[src/rtl/sar_cal_ctrl.sv]
module sar_cal_ctrl #(
  parameter int W  = 8,
  parameter int SW = 8
) (
  input  logic          clk,
  input  logic          rst_n,
  input  logic          start,
  input  logic          cmp_over,
  input  logic [SW-1:0] settle_cycles,
  output logic [W-1:0]  code,
  output logic          busy,
  output logic          done
);
  localparam int IW = (W > 1) ? $clog2(W) : 1;
  localparam logic [W-1:0] MSB_ONLY = {1'b1, {(W-1){1'b0}}};

  logic [W-1:0]  code_q;
  logic [IW-1:0] idx_q;
  logic [SW-1:0] cnt_q;
  logic          busy_q, done_q;

  wire           sample   = busy_q && (cnt_q >= settle_cycles);
  wire           last     = (idx_q == '0);
  wire [W-1:0]   cur_bit  = W'(1) << idx_q;
  wire [W-1:0]   next_bit = last ? '0 : (W'(1) << (idx_q - IW'(1)));
  wire [W-1:0]   decided  = cmp_over ? (code_q & ~cur_bit) : code_q;

  always_ff @(posedge clk) begin
    if (!rst_n) begin
      code_q <= '0;
      idx_q  <= '0;
      cnt_q  <= '0;
      busy_q <= 1'b0;
      done_q <= 1'b0;
    end else begin
      done_q <= 1'b0;
      if (!busy_q) begin
        if (start) begin
          code_q <= MSB_ONLY;
          idx_q  <= IW'(W - 1);
          cnt_q  <= '0;
          busy_q <= 1'b1;
        end
      end else if (!sample) begin
        cnt_q <= cnt_q + SW'(1);
      end else begin
        cnt_q  <= '0;
        code_q <= decided | next_bit;
        if (last) begin
          busy_q <= 1'b0;
          done_q <= 1'b1;
        end else begin
          idx_q <= idx_q - IW'(1);
        end
      end
    end
  end

  assign code = code_q;
  assign busy = busy_q;
  assign done = done_q;
endmodule

[config.mk]
export PLATFORM = sky130hd
export DESIGN_NAME = sar_cal_ctrl
export DESIGN_NICKNAME = d
export VERILOG_FILES = /design/src/rtl/sar_cal_ctrl.sv
export SDC_FILE = /design/constraint.sdc
export NUM_CORES = 1
export LEC_CHECK = 0
export BUFFER_PORTS_ARGS = -buffer_cell sky130_fd_sc_hd__clkbuf_2
export CAP_MARGIN = 20
export CORE_ASPECT_RATIO = 0.7
export CORE_MARGIN = 2
export CORE_UTILIZATION = 30
export CTS_CLUSTER_SIZE = 25
export DETAILED_ROUTE_END_ITERATION = 16
export HOLD_SLACK_MARGIN = 0.02
export SYNTH_ARGS = -nofsm -noshare
export SYNTH_HDL_FRONTEND = slang
export SYNTH_SLANG_ARGS = --single-unit
[constraint.sdc]
create_clock -name clk -period 2.8 [get_ports clk]
set_input_delay 0.28 -clock clk [delete_from_list [all_inputs] [get_ports clk]]
set_output_delay 0.28 -clock clk [all_outputs]
set_load 0.02 [all_outputs]
# After elaboration in Yosys (flattened, before gate mapping)
# Cells that the tools add are included.
word_totals:
  out_inout_bits: 10
  regBits: 21
  input_bits: 12
  word_cells: 38
classes:
  n_eq_ne: 2
  shifts: 2
  n_reduce_logical: 6
  n_mux: 17
  addsub: 2
  bitwise_logic: 3
  n_lt_le_gt_ge: 1
op_table:
  columns: ["cell", "count"]
  rows:
  - ["8-bit two-way mux", 8]
  - ["1-bit by 3-bit << shifter with 8-bit output, first input constant", 2]
  - ["3-bit two-way mux", 4]
  - ["8-bit by 1-bit adder with 8-bit output, second input constant", 1]
  - ["8-bit bitwise AND", 1]
  - ["8-bit greater-or-equal comparator", 1]
  - ["8-bit NOT", 1]
  - ["8-bit bitwise OR", 1]
  - ["3-bit AND reduction", 2]
  - ["1-bit two-way mux", 5]
  - ["3-bit zero test", 1]
  - ["3-bit by 1-bit subtractor with 3-bit output, second input constant", 1]
  - ["2-bit by 1-bit inequality test with 1-bit output, second input constant", 1]
  - ["2-bit inequality test, second input constant", 1]
  - ["2-bit AND reduction", 1]
  - ["2-bit nonzero test", 1]
  - ["1-bit logical AND", 1]

# Logic depth before layout (Yosys ltp)
logic_depth:
  word_depth: 7
  depth_mapped: 8
  ltp_nobuf: 7

# Least setup slack after synthesis
# No wires, ideal clock.
synth_timing:
  kind: "flip-flop to flip-flop"
  start: "reg cnt_q[2]"
  end: "reg cnt_q[7]"
  path_buffers: 0
  stages_incl_launch_ff: 7
  setup_ns: 0.074
  required_ns: 2.726
  arrival_time_ns: 1.746
  path_slack_ns: 0.980
  synth_period_minus_slack_ns: 1.820
  path_cell_list: "dfxtp_1 -> ha_1 -> o211ai_1 -> and2_1 -> o31ai_4 -> or4_1 -> a31oi_1"
synth_between:
  elab_chain_cells: 4
  elab_cells_between_ends: 5
  classes_between: "add/sub: 1; order compare: 1; mux: 2; reduce/logical: 1"
synth_rtl:
  columns: ["item", "line_no", "rtl"]
  rows:
  - ["start: declaration", "19", "logic [SW-1:0] cnt_q;"]
  - ["start signal: assignment", "45", "cnt_q <= cnt_q + SW'(1);"]
  - ["8-bit greater-or-equal comparator", "22", "wire sample = busy_q && (cnt_q >= settle_cycles);"]
  - ["1-bit logical AND", "22", null]
  - ["8-bit two-way mux (*)", "44", "end else if (!sample) begin"]
  - ["8-bit two-way mux (*)", "37", "if (!busy_q) begin"]
# Every way passes the cells marked *; elsewhere a longest branch is shown, timed or not.
# A chain may end at the register's enable or synchronous reset.

# Final worst setup path
layout_timing:
  start: "reg cnt_q[0]"
  end: "reg code_q[7], in the netlist code[7]"
layout_between:
  elab_chain_cells: 4
layout_rtl:
  columns: ["item", "line_no", "rtl"]
  rows:
  - ["8-bit greater-or-equal comparator", "22", null]
  - ["1-bit logical AND", "22", null]
  - ["2-bit by 1-bit inequality test with 1-bit output (no line)", null, null]
  - ["2-bit AND reduction (no line)", null, null]
  - ["end signal: assignment", "48", "code_q <= decided | next_bit;"]
  - ["end: declaration", "17", "logic [W-1:0] code_q;"]
# No other way between the ends.

==> out/results.tsv <==
stage	metric	value	unit
worst_setup_path	worst-path maximum fanout	17	
sta	fin worst setup slack	0.691	ns
worst_setup_path	critical path launch point type	register	
sta	Hold Fails Final Rpt	0	
clock_tree	cts repair resizes	0	
place	pre-CTS WS	0.678	ns
power	LEAKAGE	0.666	nW
route	ANT nets after route	0	
sta	Slew Limit Fails	0	
yosys	FF+latch count, synth	21	
final_layout	fin nets	213	
floorplanning	Rows	20	
grt	Remaining Overflow, GRT	0	
final_layout	synth-to-layout area growth	14.0	%
worst_setup_path	CP max-delay cell	a32o_1	
floorplanning	Die Wd	85.4	microns
place	I/O Buffers	21	
floorplanning	core area	4400	sq um
grt	first-pass GRT wire length	5710	microns
route	drt first pass iters	4	
sta	fin crit share	75.3	%
worst_setup_path	R2R setup slack	0.69	ns
clock_tree	Worst-path clk slew	0.08	ns
final_layout	n_diodes	0	
min_path	hold_sp	rst_n	
floorplanning	Starting Density	31.6	%
sta	RSZ-0062 raised after global routing	false	
clock_tree	clk sinks	21	
clock_tree	post-CTS setup buffers	0	
sta	crit path time final	2.11	ns
clock_tree	Clk Latency, worst-skew pair	0.26	ns
worst_setup_path	RR Endpoint	code[7]	
yosys	yosys warns	0	
sta	Slew headroom	52.7	%
grt	vias in the first global route	1123	
worst_setup_path	most used cell, CP	a32o_1	
yosys	Syn Std Cell Area	1390	sq um
worst_setup_path	CP Data Arrival Time	2.27	ns
grt	largest net degree at the start of global routing	19	
yosys	area leader, netlist	dfxtp_1	
yosys	Synth Instances	166	
power	Cell Pwr Density	405	nW/um^2
min_path	WHS Endpoint	code[3]	
clock_tree	CTS tree	done	
min_path	worst hold path type	primary input to register	
min_path	Hold Path Depth	3	
worst_setup_path	WP buf/inv	1	
grt	initial antenna violation count	0	
floorplanning	die area	5200	sq um
worst_setup_path	R2R Path Start	cnt_q[0]	
final_layout	fraction of layout cells with a size suffix above 1	16.8	%
yosys	Post-Syn Area per Cell	8.37	sq um
worst_setup_path	crit-path cells	inv_1, ha_1, nor2b_1, o21ai_1, a32o_1, nand4_1, a32o_1	
grt	GRT Total Usage	14.1	%
route	number of remaining DRC errors	0	
sta	Worst Max-Slew Pin Slew	0.706	ns
route	detailed-route wire length	3260	microns
worst_setup_path	CP Capture Type	register	
route	DR WL/cell	13.6	microns
sta	setup TNS	0	ns
clock_tree	H-tree lvl count	1	
route	via count	1266	
yosys	Synthesized Nets	193	
clock_tree	# hold bufs at CTS	0	
clock_tree	clock buffer depth	2	
job	max-cap check violation count	0	
worst_setup_path	CP peak stage delay	0.56	ns
clock_tree	clk root buf	clkbuf_8	
floorplanning	die height	61.0	microns
route	DR iter-0 viols	130	
yosys	post-synth top area share	30.2	%
worst_setup_path	cells on worst reg2reg path	7	
final_layout	most frequent cells in the layout	dfxtp_1, clkbuf_2, nand2_1, ha_1, inv_1	
sta	# setup viols final	0	
clock_tree	CTS Buf Count	3	
floorplanning	Top Ports	22	
yosys	sequential cell area fraction in the yosys report	30.2	%
worst_setup_path	Worst EP required	2.96	ns
power	maximum vdd ir drop	0.000177	V
place	gpl congestion	0.875	
sta	Layout Skew	0.00534	ns
place	Detailed Place HPWL	2490	microns
yosys	top cells by area, synth	dfxtp_1, ha_1, nand2_1	
yosys	number of distinct library cells after synthesis	43	
worst_setup_path	Crit Path Class	register to register	
route	drt via density	5.28	
outcome	status	finished clean	
worst_setup_path	CP delay by family, top	compound AO/OA/AOI/OAI gates	
sta	Peak Freq	474	MHz
[state kept, by name, summed over array words and instances, names as in the netlist]
register	cells
done	1
busy	1
code	8
cnt_q	8
idx_q	3
[per-stage QoR]
| stage | util, % | cells | hold slack (ns) | power [W] | area, sq um |
|---|---|---|---|---|---|
| detailed placement | 34.9 | 236 | 0.461 | 0.000445 | 1540 |
| floorplan | - | 166 | 0.426 | 0.000409 | 1390 |
| global route | 36.0 | 240 | 0.375 | 0.000672 | 1580 |
| finish | 36.0 | 240 | 0.365 | 0.000641 | 1580 |
| global placement | 34.9 | 236 | 0.458 | 0.000446 | 1540 |
| CTS | 36.0 | 240 | 0.359 | 0.000645 | 1580 |
[how the worst max path moves through the flow]
| stage | endpoint | start | cells after the start |
|---|---|---|---|
| floorplan | cnt_q[7] | cnt_q[2] | 6 |
| global placement | idx_q[1] | settle_cycles[3] | 8 |
| detailed placement | idx_q[1] | settle_cycles[3] | 8 |
| CTS | code[7] | cnt_q[0] | 7 |
| global route | code[6] | cnt_q[0] | 7 |
| finish | code[7] | cnt_q[0] | 7 |
[cell type report]
cell class	count	area (sq um)
fill	468	2820
multi-input combinational	126	896
sequential	21	420
timing repair buffer	21	105
tap	55	68.8
inverter	13	48.8
clock buffer	4	45.0
[power by group]
group	internal (W)	leakage, nW	switching, W
clock	0.000101	0.0228	0.000101
combinational	0.0000446	0.473	0.0000712
sequential	0.000307	0.171	0.0000163
total	0.000453	0.666	0.000188
[cells by family (layout without fill, tap and decap cells)]
kind of cell	after synthesis	count (layout)	synth area share, %
adder cells (fa/ha/maj)	15	15	13.5
buffers and inverters	19	38	5.31
AO/OA/AOI/OAI	42	42	22.6
XOR/XNOR	1	1	0.630
flip-flops	21	21	30.2
AND/OR/NAND/NOR	67	67	27.0
multiplexers	1	1	0.720
[routing by layer]
layer	vias up	global-route usage [%]	wire [microns]
li1	657	-	-
met1	570	23.0	1770
met2	37	17.9	1210
met3	2	3.95	259
met4	0	2.04	19
met5	-	0	0
[tightest hold or removal path, delay by kind of cell]
family	cells	cell delay (ns)
and+or+nand+nor	1	0.08
buffers and inverters	1	0.15
AOI/OAI and AO/OA	1	0.07
[cells in the mapped netlist]
cell,n
dfxtp_1,21
nand2_1,17
ha_1,15
inv_1,13
nand3_1,12
a21oi_1,9
a31oi_1,8
nor2_1,5
or3_1,5
and3_1,4
clkbuf_1,4
nand4_1,4
nor2b_1,4
a311oi_1,3
a31o_1,3
nand2b_1,3
nor3_1,3
a32o_1,2
and2_1,2
and4b_1,2
buf_2,2
o211ai_1,2
o21ai_0,2
o22ai_1,2
a211oi_1,1
a21boi_0,1
a21boi_1,1
a22oi_1,1
a31o_2,1
a32oi_1,1
and3_4,1
mux2i_1,1
nor3b_1,1
nor4_4,1
o21a_4,1
o21ai_1,1
o311a_1,1
o31a_2,1
o31ai_4,1
or2_1,1
or2_2,1
or4_1,1
xor2_1,1
Note: power is estimated with default switching activity, not from simulation.
